## src/rtl/mwb_pkg.sv

```systemverilog
package mwb_pkg;
  localparam int HALF_W = 16;
  localparam int REG_W  = 5;
  localparam int WORD_W = 2 * HALF_W;

  localparam logic [REG_W-1:0] REG_PAGE   = 5'h1f;
  localparam logic [REG_W-1:0] REG_MODE   = 5'h10;
  localparam logic [REG_W-1:0] REG_WA_HI  = 5'h11;
  localparam logic [REG_W-1:0] REG_WA_LO  = 5'h12;
  localparam logic [REG_W-1:0] REG_WD_HI  = 5'h13;
  localparam logic [REG_W-1:0] REG_WD_LO  = 5'h14;
  localparam logic [REG_W-1:0] REG_RA_HI  = 5'h15;
  localparam logic [REG_W-1:0] REG_RA_LO  = 5'h16;
  localparam logic [REG_W-1:0] REG_RD_HI  = 5'h17;
  localparam logic [REG_W-1:0] REG_RD_LO  = 5'h18;

  typedef enum logic [3:0] {
    SEL_ZERO, SEL_PAGE, SEL_MODE, SEL_WAH, SEL_WAL, SEL_WDH, SEL_WDL,
    SEL_RAH, SEL_RAL, SEL_RDH, SEL_RDL
  } rdSel_e;

  typedef struct packed {
    logic   pageWr;
    logic   modeWr;
    logic   wrAddrHiWr;
    logic   wrAddrLoWr;
    logic   wrDataHiWr;
    logic   commitWr;
    logic   rdAddrHiWr;
    logic   launchRd;
    logic   captureRd;
    logic   rdStrobe;
    rdSel_e rdSel;
  } strobes_t;
endpackage

```

## src/rtl/mwb_ctrl.sv

```systemverilog
module mwb_ctrl
  import mwb_pkg::*;
(
  input  logic             clk,
  input  logic             rstN,
  input  logic             mgmtReq,
  input  logic             mgmtWe,
  input  logic [REG_W-1:0] mgmtReg,
  input  logic             pageIsBridge,
  input  logic             busAck,
  output logic             mgmtReady,
  output logic             mgmtRvalid,
  output logic             busReq,
  output logic             busWe,
  output strobes_t         st
);
  logic busy;
  logic accept;
  logic wrHit;
  rdSel_e sel;

  assign mgmtReady = !busy;
  assign busReq    = busy;
  assign accept    = mgmtReq && !busy;
  assign wrHit     = accept && mgmtWe && pageIsBridge;

  always_comb begin
    sel = SEL_ZERO;
    if (mgmtReg == REG_PAGE) sel = SEL_PAGE;
    else if (pageIsBridge) begin
      case (mgmtReg)
        REG_MODE:  sel = SEL_MODE;
        REG_WA_HI: sel = SEL_WAH;
        REG_WA_LO: sel = SEL_WAL;
        REG_WD_HI: sel = SEL_WDH;
        REG_WD_LO: sel = SEL_WDL;
        REG_RA_HI: sel = SEL_RAH;
        REG_RA_LO: sel = SEL_RAL;
        REG_RD_HI: sel = SEL_RDH;
        REG_RD_LO: sel = SEL_RDL;
        default:   sel = SEL_ZERO;
      endcase
    end
  end

  always_comb begin
    st            = '0;
    st.pageWr     = accept && mgmtWe && (mgmtReg == REG_PAGE);
    st.modeWr     = wrHit && (mgmtReg == REG_MODE);
    st.wrAddrHiWr = wrHit && (mgmtReg == REG_WA_HI);
    st.wrAddrLoWr = wrHit && (mgmtReg == REG_WA_LO);
    st.wrDataHiWr = wrHit && (mgmtReg == REG_WD_HI);
    st.commitWr   = wrHit && (mgmtReg == REG_WD_LO);
    st.rdAddrHiWr = wrHit && (mgmtReg == REG_RA_HI);
    st.launchRd   = wrHit && (mgmtReg == REG_RA_LO);
    st.captureRd  = busy && busAck && !busWe;
    st.rdStrobe   = accept && !mgmtWe;
    st.rdSel      = sel;
  end

  always_ff @(posedge clk or negedge rstN) begin
    if (!rstN) begin
      busy       <= 1'b0;
      busWe      <= 1'b0;
      mgmtRvalid <= 1'b0;
    end else begin
      mgmtRvalid <= accept && !mgmtWe;
      if (busy && busAck) begin
        busy <= 1'b0;
      end else if (st.commitWr || st.launchRd) begin
        busy  <= 1'b1;
        busWe <= st.commitWr;
      end
    end
  end
endmodule

```

## src/rtl/mwb_datapath.sv

```systemverilog
module mwb_datapath
  import mwb_pkg::*;
#(
  parameter int BRIDGE_PAGE = 4,
  parameter int ADDR_STEP   = 4
) (
  input  logic              clk,
  input  logic              rstN,
  input  strobes_t          st,
  input  logic [HALF_W-1:0] wdata,
  input  logic [WORD_W-1:0] busRdata,
  output logic              pageIsBridge,
  output logic [WORD_W-1:0] busAddr,
  output logic [WORD_W-1:0] busWdata,
  output logic [HALF_W-1:0] rdData
);
  logic [HALF_W-1:0] page;
  logic              incrMode;
  logic [WORD_W-1:0] wrAddr;
  logic [HALF_W-1:0] wrDataHi;
  logic [HALF_W-1:0] wrDataLo;
  logic [WORD_W-1:0] rdAddr;
  logic [WORD_W-1:0] rdLatch;
  logic [HALF_W-1:0] muxOut;

  assign pageIsBridge = (page == HALF_W'(BRIDGE_PAGE));

  always_comb begin
    case (st.rdSel)
      SEL_PAGE: muxOut = page;
      SEL_MODE: muxOut = {incrMode, {(HALF_W-1){1'b0}}};
      SEL_WAH:  muxOut = wrAddr[WORD_W-1:HALF_W];
      SEL_WAL:  muxOut = wrAddr[HALF_W-1:0];
      SEL_WDH:  muxOut = wrDataHi;
      SEL_WDL:  muxOut = wrDataLo;
      SEL_RAH:  muxOut = rdAddr[WORD_W-1:HALF_W];
      SEL_RAL:  muxOut = rdAddr[HALF_W-1:0];
      SEL_RDH:  muxOut = rdLatch[WORD_W-1:HALF_W];
      SEL_RDL:  muxOut = rdLatch[HALF_W-1:0];
      default:  muxOut = '0;
    endcase
  end

  always_ff @(posedge clk or negedge rstN) begin
    if (!rstN) begin
      page     <= '0;
      incrMode <= 1'b0;
      wrAddr   <= '0;
      wrDataHi <= '0;
      wrDataLo <= '0;
      rdAddr   <= '0;
      rdLatch  <= '0;
      busAddr  <= '0;
      busWdata <= '0;
      rdData   <= '0;
    end else begin
      if (st.pageWr)     page     <= wdata;
      if (st.modeWr)     incrMode <= wdata[HALF_W-1];
      if (st.wrDataHiWr) wrDataHi <= wdata;
      if (st.rdAddrHiWr) rdAddr[WORD_W-1:HALF_W] <= wdata;
      if (st.captureRd)  rdLatch  <= busRdata;
      if (st.rdStrobe)   rdData   <= muxOut;

      if (st.wrAddrHiWr) wrAddr[WORD_W-1:HALF_W] <= wdata;
      else if (st.wrAddrLoWr) wrAddr[HALF_W-1:0] <= wdata;
      else if (st.commitWr && incrMode) wrAddr <= wrAddr + WORD_W'(ADDR_STEP);

      if (st.commitWr) begin
        wrDataLo <= wdata;
        busAddr  <= wrAddr;
        busWdata <= {wrDataHi, wdata};
      end else if (st.launchRd) begin
        rdAddr[HALF_W-1:0] <= wdata;
        busAddr <= {rdAddr[WORD_W-1:HALF_W], wdata};
      end
    end
  end
endmodule

```

## src/rtl/mgmt_window_bridge.sv

```systemverilog
module mgmt_window_bridge
  import mwb_pkg::*;
#(
  parameter int BRIDGE_PAGE = 4,
  parameter int ADDR_STEP   = 4
) (
  input  logic              clk,
  input  logic              rstN,
  input  logic              mgmtReq,
  input  logic              mgmtWe,
  input  logic [REG_W-1:0]  mgmtReg,
  input  logic [HALF_W-1:0] mgmtWdata,
  output logic              mgmtReady,
  output logic              mgmtRvalid,
  output logic [HALF_W-1:0] mgmtRdata,
  output logic              busReq,
  output logic              busWe,
  output logic [WORD_W-1:0] busAddr,
  output logic [WORD_W-1:0] busWdata,
  input  logic              busAck,
  input  logic [WORD_W-1:0] busRdata
);
  strobes_t st;
  logic     pageIsBridge;

  mwb_ctrl ctrl_i (
    .clk(clk), .rstN(rstN), .mgmtReq(mgmtReq), .mgmtWe(mgmtWe),
    .mgmtReg(mgmtReg), .pageIsBridge(pageIsBridge), .busAck(busAck),
    .mgmtReady(mgmtReady), .mgmtRvalid(mgmtRvalid), .busReq(busReq),
    .busWe(busWe), .st(st)
  );

  mwb_datapath #(.BRIDGE_PAGE(BRIDGE_PAGE), .ADDR_STEP(ADDR_STEP)) dp_i (
    .clk(clk), .rstN(rstN), .st(st), .wdata(mgmtWdata),
    .busRdata(busRdata), .pageIsBridge(pageIsBridge),
    .busAddr(busAddr), .busWdata(busWdata), .rdData(mgmtRdata)
  );
endmodule

```

## config.mk

```make
export PLATFORM = sky130hd
export DESIGN_NAME = mgmt_window_bridge
export DESIGN_NICKNAME = d
export VERILOG_FILES = /design/src/rtl/mwb_pkg.sv /design/src/rtl/mwb_ctrl.sv /design/src/rtl/mwb_datapath.sv /design/src/rtl/mgmt_window_bridge.sv
export SDC_FILE = /design/constraint.sdc
export NUM_CORES = 1
export LEC_CHECK = 0
export ABC_AREA = 0
export BUFFER_PORTS_ARGS = -buffer_cell sky130_fd_sc_hd__buf_4
export CORE_UTILIZATION = 52
export CTS_BUF_LIST = sky130_fd_sc_hd__clkbuf_8 sky130_fd_sc_hd__clkbuf_16
export DETAILED_ROUTE_END_ITERATION = 8
export PLACE_DENSITY = 0.73
export RECOVER_POWER = 25
export SYNTH_ARGS = -nofsm -noshare
export SYNTH_HDL_FRONTEND = slang
export SYNTH_HIERARCHICAL = 1
export SYNTH_SLANG_ARGS = --single-unit
```

## constraint.sdc

```tcl
create_clock -name clk -period 3.7 [get_ports clk]
set_input_delay 0.555 -clock clk [delete_from_list [all_inputs] [get_ports clk]]
set_output_delay 0.555 -clock clk [all_outputs]
set_load 0.02 [all_outputs]
```

==> results of run 1 <==
logic make-up after synthesis:
kind of cell / Yosys count / synth area share [%]
buffers and inverters: 76 / 3.005
muxes: 183 / 19.54
adders and majority gates: 2 / 0.2413
DFF: 212 / 51.16
xor gates and xnor gates: 13 / 1.098
and+or+nand+nor: 239 / 12.02
AOI/OAI and AO/OA: 205 / 12.94
cell usage after synthesis (17+ instances only):
library cell and instances:
a22oi_1 35, dfrtp_1 212, o21ai_0 52, mux2_1 19
mux2i_1 46, a21oi_1 24, clkbuf_1 43, mux2_2 116
nand3_1 32, nand2_1 86, nor2_1 30, o21ai_1 17
power groups by stage:
stage	clock, uW	combinational [uW]	sequential (uW)
global route	2620	311	2460
detailed placement	0	288	2500
global placement	0	284	2490
finish	2490	287	2460
floorplan	0	104	2470
CTS	2510	289	2450
cell type report:
class / count / share of cell area, %
clock buffer: 26 / 4.903
tap: 265 / 2.635
inverter: 11 / 0.3282
timing repair buffer: 169 / 10.20
sequential: 212 / 42.16
clock inverter: 15 / 1.671
multi-input combinational: 642 / 38.10
sequential cells by signal (all words and copies together) (netlist names):
register           count
ctrl_i/busWe           1
dp_i/rdData           16
dp_i/busWdata         32
dp_i/busAddr          32
ctrl_i/busReq          1
dp_i/page             16
dp_i/incrMode          1
ctrl_i/mgmtRvalid      1
dp_i/wrAddr           32
dp_i/wrDataHi         16
dp_i/rdAddr           32
dp_i/rdLatch          32
metal layers:
metal	track usage, %	vias to the layer above	wire [um]
met5	0	-	0
met4	12.37	0	1228
met3	7.311	60	3234
met2	49.24	447	14290
met1	48.88	4109	14430
li1	-	3706	-
path summary, 6_finish.rpt:
path | from | to | slack, ns | cells past startpoint
setup / recovery | dp_i/page[7] | dp_i/rdData[4] | 0.28 | 10
hold / removal | busRdata[21] | dp_i/rdLatch[21] | 0.25 | 2
setup reg to reg | dp_i/page[7] | dp_i/rdData[4] | 0.28 | 10
hold reg to reg | dp_i/rdData[13] | dp_i/rdData[13] | 0.50 | 1
max in group asynchronous | rstN | dp_i/busAddr[16] | 1.19 | 2
min in group asynchronous | rstN | dp_i/wrAddr[31] | 0.71 | 1
per-stage QoR:
step | setup slack [ns] | hold slack [ns] | std cells
floorplan | 1.025 | 0.2594 | 930
global placement | 0.5302 | 0.4856 | 1299
detailed placement | 0.4341 | 0.4818 | 1299
CTS | 0.4290 | 0.1268 | 1340
global route | 0.1282 | 0.2475 | 1340
finish | 0.2790 | 0.2513 | 1340
==> flow_metrics.env, run 1 <==
export IMPL_ir_worst_vdd_uv=366.1
export IMPL_synth_cell_types=70
export IMPL_n_fill_cell=1602
export IMPL_postPlaceCellArea_um2=11770
export IMPL_vias=8322
export IMPL_p_leak_uw=0.005689
export IMPL_diodes=0
export IMPL_max_freq_ghz=0.2923
export IMPL_post_route_util_pct=64.44
export IMPL_crit_chain="nor4_1 > and4_1 > nand2_1 > nor3_2 > buf_4 > nor2b_1 > a22oi_1 > nor2_1 > a211oi_1 > o2bb2ai_1"
export IMPL_synth_edff_count=0
export IMPL_syn_nets=990
export IMPL_endpoint_kind="register"
export IMPL_drc=0
export IMPL_violations="capacitance limit, slew limit"
export IMPL_die_width_um=143.2
export IMPL_ios=142
export IMPL_status="complete, but fails checks"
export IMPL_grt_pass1_wl_um=50710
export IMPL_grt_max_degree=90
export IMPL_final_cell_mix="dfrtp_1 (212), buf_4 (164), mux2_2 (116), nand2_1 (86), o21ai_0 (52)"
export IMPL_synth_top_cells_by_area="dfrtp_1 (51%), mux2_2 (13%), mux2i_1 (4.4%), nand2_1 (3.1%), a22oi_1 (2.5%)"
export IMPL_crit_fanout=37
export IMPL_final_common_cell="dfrtp_1"
export IMPL_p_sw_share_pct=22.51
export IMPL_maxSlewViolCount=89
export IMPL_setup_viol=0
export IMPL_synth_ff_type="dfrtp_1"
export IMPL_antenna_found_initial=0
export IMPL_totalWireLength_um=33180
export IMPL_detail_route_antenna_nets=0
export IMPL_final_area_um2=12580
export IMPL_dieArea_um2=20510
export IMPL_synth_top_area_cell="dfrtp_1"
export IMPL_initial_core_util_pct=53.10
export IMPL_drt_iter0_drc=872
export IMPL_clock_sinks=212
export IMPL_clk_latency_ns=0.52
export IMPL_grt_pass1_vias=8092
export IMPL_grt_use_total_pct=33.64
export IMPL_syn_cell_area_um2=10370
export IMPL_comb_power_share_pct=5.5
export IMPL_worst_pin_slew_ns=2.303
export IMPL_cts_max_path_buffers=3
export IMPL_critPathRequiredTime_ns=4.14
export IMPL_layout_min_cycle_time_ns=3.421
export IMPL_hold_violations=0
export IMPL_placementRows=51
export IMPL_cp_start_kind="register"
export IMPL_cts_tree="yes"
export IMPL_synth_cells=930
export IMPL_postCtsResizedCells=0
export IMPL_place_gp_congestion=0.9867
export IMPL_cts_root_buf="clkbuf_16"
export IMPL_synth_area_per_cell_um2=11.15
export IMPL_clk_pin_slew_ns=0.06
export IMPL_register_area_um2=5305
export IMPL_total_power_uw=5233
export IMPL_firstDrtPassIters=6
export IMPL_yosysSeqAreaShare_pct=51.16
export IMPL_cts_made_buffers=23
export IMPL_area_growth_pct=21.35
export IMPL_die_y_um=143.2
export IMPL_finClkSkew_ns=0.01366
export IMPL_clockPowerShare_pct=47.6
export IMPL_grt_setup_unrepaired="false"
export IMPL_synth_async_reset_ratio_pct=100.0
export IMPL_p_seq_share_pct=46.9
export IMPL_grt_ovfl_total=0
export IMPL_max_cap_violations=1
export IMPL_fin_nets=1119
export IMPL_slew_limit_headroom_pct=-53.52
export IMPL_yosysWarnings=6
export IMPL_p_int_uw=4055
export IMPL_cts_hold_buffers=0
export IMPL_critical_path_arrival_ns=3.86
export IMPL_hpwl_um=23790
export IMPL_h_tree_depth=1
export IMPL_io_buffers=141
export IMPL_power_net_switching_uw=1178
export IMPL_coreArea_um2=19530
export IMPL_layout_drive_gt1_share_pct=32.00
export IMPL_wire_per_inst_um=24.76
export IMPL_cp_num_buf_inv=1
export IMPL_cts_setup_buffers=0
export IMPL_max_stage_delay_ns=0.72
export IMPL_hp_class="in2reg"
export IMPL_critPathSlowestCell="nor2b_1"
export IMPL_path_class="reg2reg"
export IMPL_setup_tns_final_ns=0
export IMPL_yosysTopAreaCellShare_pct=51.16
export IMPL_ys_ff_latch=212
export IMPL_min_period_over_period_pct=92.46
export IMPL_multi_input_area_um2=4793
export IMPL_crit_family="simple AND/OR/NAND/NOR gates"
export IMPL_power_density_nw_per_um2=415.9
export IMPL_routed_via_density=6.210
Note: power is estimated with default switching activity, not from simulation.
==> inputs of run 2 (changes only) <==
--- a/config.mk
+++ b/config.mk
@@ -10,7 +10,8 @@
 export CORE_UTILIZATION = 52
 export CTS_BUF_LIST = sky130_fd_sc_hd__clkbuf_8 sky130_fd_sc_hd__clkbuf_16
 export DETAILED_ROUTE_END_ITERATION = 8
-export PLACE_DENSITY = 0.73
+export HOLD_SLACK_MARGIN = 0.15
+export PLACE_DENSITY_LB_ADDON = 0.05
 export RECOVER_POWER = 25
 export SYNTH_ARGS = -nofsm -noshare
 export SYNTH_HDL_FRONTEND = slang
==> run 2 against run 1 <==
The run still ends with capacitance limit, slew limit left. Clock power is 4% lower. Register-to-register slack improved by 0.11 ns. Clock skew decreased by 0.0051 ns. Final cell count is 0.45% higher. Sequential power barely moved. Core utilization hardly changed. Non-clock buffer count grew 3. Cell area is essentially flat. Flip-flop and latch count unchanged. Combinational power barely moved. Critical path depth is the same. Critical path type unchanged. Largest cell class unchanged. Largest power group is now sequential cells.
==> flow_metrics.env, run 2 (synthesized netlist as in run 1, its figures left out) <==
export IMPL_status="complete, but fails checks"
export IMPL_violations="capacitance limit, slew limit"
export IMPL_wire_per_inst_um=25.56
export IMPL_totalWireLength_um=34410
export IMPL_ios=142
export IMPL_instances_no_fill=1346
export IMPL_hold_start="busAck"
export IMPL_cts_max_path_buffers=3
export IMPL_final_common_cell="dfrtp_1"
export IMPL_wl_met1_um=15050
export IMPL_diodes=0
export IMPL_total_power_uw=5132
export IMPL_area_growth_pct=21.27
export IMPL_setup_viol=0
export IMPL_worstSetupStartpoint="dp_i/page[9]"
export IMPL_routed_via_density=6.236
export IMPL_antenna_found_initial=3
export IMPL_path_class="reg2reg"
export IMPL_slew_limit_headroom_pct=-17.48
export IMPL_setup_tns_final_ns=0
export IMPL_hp_class="in2reg"
export IMPL_die_width_um=143.2
export IMPL_max_freq_ghz=0.3017
export IMPL_clk_latency_ns=0.52
export IMPL_cp_start_kind="register"
export IMPL_grt_pass1_wl_um=51200
export IMPL_layout_drive_gt1_share_pct=31.91
export IMPL_wl_met2_um=15260
export IMPL_cts_made_buffers=24
export IMPL_critical_path_arrival_ns=3.76
export IMPL_dr_wl_met3_um=2667
export IMPL_max_cap_violations=2
export IMPL_rr_startpoint="dp_i/page[9]"
export IMPL_final_cell_mix="dfrtp_1 (212), buf_4 (165), mux2_2 (116), nand2_1 (86), o21ai_0 (52)"
export IMPL_dp_cells=1301
export IMPL_drc=0
export IMPL_h_tree_depth=1
export IMPL_maxSlewViolCount=101
export IMPL_clock_sinks=212
export IMPL_initial_core_util_pct=53.10
export IMPL_top_layer_used="met4"
export IMPL_dieArea_um2=20510
export IMPL_detail_route_antenna_nets=0
export IMPL_die_y_um=143.2
export IMPL_io_buffers=141
export IMPL_hpwl_um=24330
export IMPL_dp_slack_ns=0.4965
export IMPL_cts_tree="yes"
export IMPL_power_density_nw_per_um2=408.1
export IMPL_placementRows=51
export IMPL_vias=8394
export IMPL_coreArea_um2=19530
export IMPL_clk_pin_slew_ns=0.06
export IMPL_fin_nets=1123
export IMPL_worst_pin_slew_ns=1.762
export IMPL_post_route_util_pct=64.40
export IMPL_place_gp_congestion=0.9373
export IMPL_cts_root_buf="clkbuf_16"
export IMPL_grt_ovfl_total=0
export IMPL_min_period_over_period_pct=89.57
export IMPL_grt_setup_unrepaired="false"
export IMPL_p_leak_uw=0.005715
export IMPL_drt_iter0_drc=743
export IMPL_grt_max_degree=76
export IMPL_fin_ws_ns=0.3858
export IMPL_grt_pass1_vias=8002
export IMPL_critPathRequiredTime_ns=4.15
export IMPL_hold_violations=0
export IMPL_crit_fanout=15
export IMPL_finClkSkew_ns=0.008552
export IMPL_firstDrtPassIters=5
export IMPL_layout_min_cycle_time_ns=3.314
export IMPL_ir_worst_vdd_uv=330.7
export IMPL_endpoint_kind="register"
export IMPL_grt_use_total_pct=34.53
run 2: changes by cell type in the layout (fill, tap and decap cells not counted), sizes merged:
cell,delta
clkinv,+4
clkinvlp,-2
inv,+4
bufinv,-2
dlygate4sd3,+1
buf,+1
run 2: metal layers:
layer / track usage [%] / vias up
met4: 13.89 / 0
met1: 49.69 / 4217
met2: 52.43 / 388
met3: 5.030 / 80
met5: 0 / -
li1: - / 3709
run 2: report_power, final:
part           switching [uW]  total [uW]  internal (uW)
Combinational             167         286            119
Clock                     978        2390           1410
Sequential               65.7        2450           2390
run 2: what timing repair did:
action,4_1_cts,5_1_grt
resized for setup,0,0
setup endpoints to repair,0,0
endpoints found under the hold margin,65,0
hold buffers,1,0
setup buffers,0,0
run 2: cell type report:
class	count	area (um2)
inverters	11	41.29
fillers	1634	6952
clock buffers	25	614.3
repair buffers	172	1313
clock inverters	19	176.4
multi-input cells	642	4793
flip-flops and latches	212	5305
well taps	265	331.6
run 2: final timing paths:
kind / endpoint / slack, ns / cells past startpoint
min reg2reg: dp_i/rdLatch[26] / 0.50 / 1
min in group asynchronous: dp_i/rdAddr[29] / 1.03 / 2
min: ctrl_i/busReq / 0.24 / 2
max reg2reg: dp_i/rdData[13] / 0.39 / 10
max: dp_i/rdData[13] / 0.39 / 10
max in group asynchronous: dp_i/wrDataHi[10] / 0.67 / 3
run 2: critical path, stage by stage, from the launching register on:
cell,delay [ns]
dfrtp_1,0.40
nor4b_1,0.39
and4_1,0.41
nand2_1,0.16
nor3b_2,0.27
buf_4,0.26
nor2b_1,0.49
a22oi_1,0.21
o221ai_1,0.37
a22oi_1,0.13
o2bb2ai_1,0.14
run 2: through the flow:
step	hold WS [ns]	instance area, um2
floorplan	0.2594	10370
global placement	0.4678	11810
detailed placement	0.4775	11810
CTS	0.2473	12610
global route	0.2502	12570
finish	0.2413	12570
==> inputs of run 3 (changes only) <==
--- a/config.mk
+++ b/config.mk
@@ -7,12 +7,13 @@
 export LEC_CHECK = 0
 export ABC_AREA = 0
 export BUFFER_PORTS_ARGS = -buffer_cell sky130_fd_sc_hd__buf_4
-export CORE_UTILIZATION = 52
+export CORE_UTILIZATION = 41
 export CTS_BUF_LIST = sky130_fd_sc_hd__clkbuf_8 sky130_fd_sc_hd__clkbuf_16
 export DETAILED_ROUTE_END_ITERATION = 8
 export HOLD_SLACK_MARGIN = 0.15
 export PLACE_DENSITY_LB_ADDON = 0.05
 export RECOVER_POWER = 25
+export REMOVE_ABC_BUFFERS = 1
 export SYNTH_ARGS = -nofsm -noshare
 export SYNTH_HDL_FRONTEND = slang
 export SYNTH_HIERARCHICAL = 1
==> run 3 against run 2 <==
The flow still finishes with violations (capacitance limit, slew limit). Final cell count rose by 4.0%. Non-clock buffer count is 3 lower. Clock-buffer cell count is 2 higher. Cell area up 1.1%. Hold slack got worse by 0.0020 ns. Global-route usage down 8.9 points. Power rose by 3.2%. Register-to-register slack got worse by 0.13 ns. Combinational power down 3%. Sequential power about the same. Clock power up 7%. Critical path depth unchanged. Critical path type unchanged. Critical endpoint is now dp_i/rdData[15]. Highest routed layer unchanged.
==> flow_metrics.env, run 3 (synthesized netlist as in run 1, its figures left out) <==
export IMPL_die_width_um=161.0
export IMPL_clk_latency_ns=0.53
export IMPL_violations="capacitance limit, slew limit"
export IMPL_power_net_switching_uw=1195
export IMPL_power_density_nw_per_um2=416.5
export IMPL_grt_use_total_pct=25.59
export IMPL_die_y_um=161.0
export IMPL_cts_setup_buffers=0
export IMPL_firstDrtPassIters=5
export IMPL_grt_setup_unrepaired="false"
export IMPL_diodes=0
export IMPL_critPathRequiredTime_ns=4.11
export IMPL_ir_worst_vdd_uv=257.5
export IMPL_grt_ovfl_total=0
export IMPL_status="complete, but fails checks"
export IMPL_ios=142
export IMPL_placementRows=57
export IMPL_postPlaceCellArea_um2=11880
export IMPL_layout_min_cycle_time_ns=3.442
export IMPL_cts_tree="yes"
export IMPL_final_common_cell="dfrtp_1"
export IMPL_dieArea_um2=25930
export IMPL_slew_limit_headroom_pct=-14.12
export IMPL_max_cap_violations=1
export IMPL_drc=0
export IMPL_area_growth_pct=22.66
export IMPL_h_tree_depth=1
export IMPL_p_seq_share_pct=46.4
export IMPL_p_int_uw=4101
export IMPL_grt_pass1_vias=7831
export IMPL_final_cell_mix="dfrtp_1 (212), buf_4 (163), mux2_2 (116), nand2_1 (86), o21ai_0 (52)"
export IMPL_worst_pin_slew_ns=1.712
export IMPL_comb_power_share_pct=5.3
export IMPL_max_freq_ghz=0.2905
export IMPL_finClkSkew_ns=0.01640
export IMPL_grt_pass1_wl_um=50230
export IMPL_hold_violations=0
export IMPL_min_period_over_period_pct=93.03
export IMPL_r2r_setup_slack_ns=0.26
export IMPL_hp_class="in2reg"
export IMPL_layout_drive_gt1_share_pct=31.88
export IMPL_path_class="reg2reg"
export IMPL_cts_root_buf="clkbuf_16"
export IMPL_maxSlewViolCount=67
export IMPL_totalWireLength_um=32870
export IMPL_p_sw_share_pct=22.57
export IMPL_vias=8139
export IMPL_final_area_um2=12720
export IMPL_cts_max_path_buffers=3
export IMPL_place_gp_congestion=0.9087
export IMPL_setup_viol=0
export IMPL_cp_start_kind="register"
export IMPL_post_route_util_pct=51.84
export IMPL_clk_pin_slew_ns=0.06
export IMPL_routed_via_density=5.814
export IMPL_crit_fanout=24
export IMPL_initial_core_util_pct=42.26
export IMPL_detail_route_antenna_nets=0
export IMPL_endpoint_kind="register"
export IMPL_cts_made_buffers=24
export IMPL_clockPowerShare_pct=48.4
export IMPL_fin_nets=1120
export IMPL_grt_max_degree=88
export IMPL_wire_per_inst_um=23.48
export IMPL_io_buffers=141
export IMPL_coreArea_um2=24530
export IMPL_p_leak_uw=0.005724
export IMPL_drt_iter0_drc=670
export IMPL_critical_path_arrival_ns=3.86
export IMPL_hpwl_um=23180
export IMPL_clock_sinks=212
export IMPL_antenna_found_initial=0
[run 3: what timing repair did]
item,CTS,global route
hold endpoints to repair,63,0
hold buffers,1,0
gates resized for setup,0,0
[run 3: worst paths after layout]
path | start | cells past startpoint | to
min reg2reg | dp_i/rdLatch[1] | 1 | dp_i/rdLatch[1]
min in group asynchronous | rstN | 2 | dp_i/busAddr[10]
max reg2reg | dp_i/page[7] | 10 | dp_i/rdData[15]
max in group asynchronous | rstN | 4 | dp_i/busWdata[24]
min | busAck | 2 | ctrl_i/busReq
max | dp_i/page[7] | 10 | dp_i/rdData[15]
[run 3: worst max-delay path, stage by stage (launching register included)]
cell,delay (ns)
dfrtp_1,0.40
nor4_1,0.31
and4_1,0.35
nand2_1,0.14
nor3_2,0.56
buf_4,0.41
nor2b_1,0.49
a22oi_1,0.16
o32ai_1,0.28
o21bai_1,0.12
o311ai_1,0.09
[run 3: final cells by class]
class	instances	area, um2
Fill cell	2248	11820
Sequential cell	212	5305
Multi-Input combinational cell	642	4806
Timing Repair Buffer	169	1306
Clock buffer	27	641.9
Tap cell	324	405.4
Clock inverter	15	212.7
Inverter	11	41.29
[run 3: power by group through the flow]
stage          clock, uW  sequential, uW  combinational, uW
2_1_floorplan          0            2470                100
3_3_place_gp           0            2500                281
3_5_place_dp           0            2500                283
4_1_cts             2620            2450                285
5_1_grt             2710            2460                304
6_report            2560            2460                278
[run 3: layer usage]
| metal | vias to the layer above | GRT usage [%] | wire, um |
|---|---|---|---|
| li1 | 3712 | - | - |
| met1 | 4043 | 38.06 | 15330 |
| met2 | 330 | 38.30 | 14630 |
| met3 | 54 | 4.135 | 1965 |
| met4 | 0 | 7.547 | 943 |
| met5 | - | 0 | 0 |
[run 3: metrics by stage]
| step | setup WS (ns) | TNS, ns | total power (uW) | hold WS, ns | cells |
|---|---|---|---|---|---|
| 5_1_grt | 0.08802 | 0 | 5472 | 0.2308 | 1400 |
| 3_3_place_gp | 0.4886 | 0 | 2778 | 0.4859 | 1357 |
| 2_1_floorplan | -4.901 | -421.90 | 2573 | 0.2594 | 865 |
| 3_5_place_dp | 0.4065 | 0 | 2779 | 0.4845 | 1357 |
| 6_report | 0.2578 | 0 | 5297 | 0.2393 | 1400 |
| 4_1_cts | 0.3410 | 0 | 5358 | 0.2267 | 1400 |
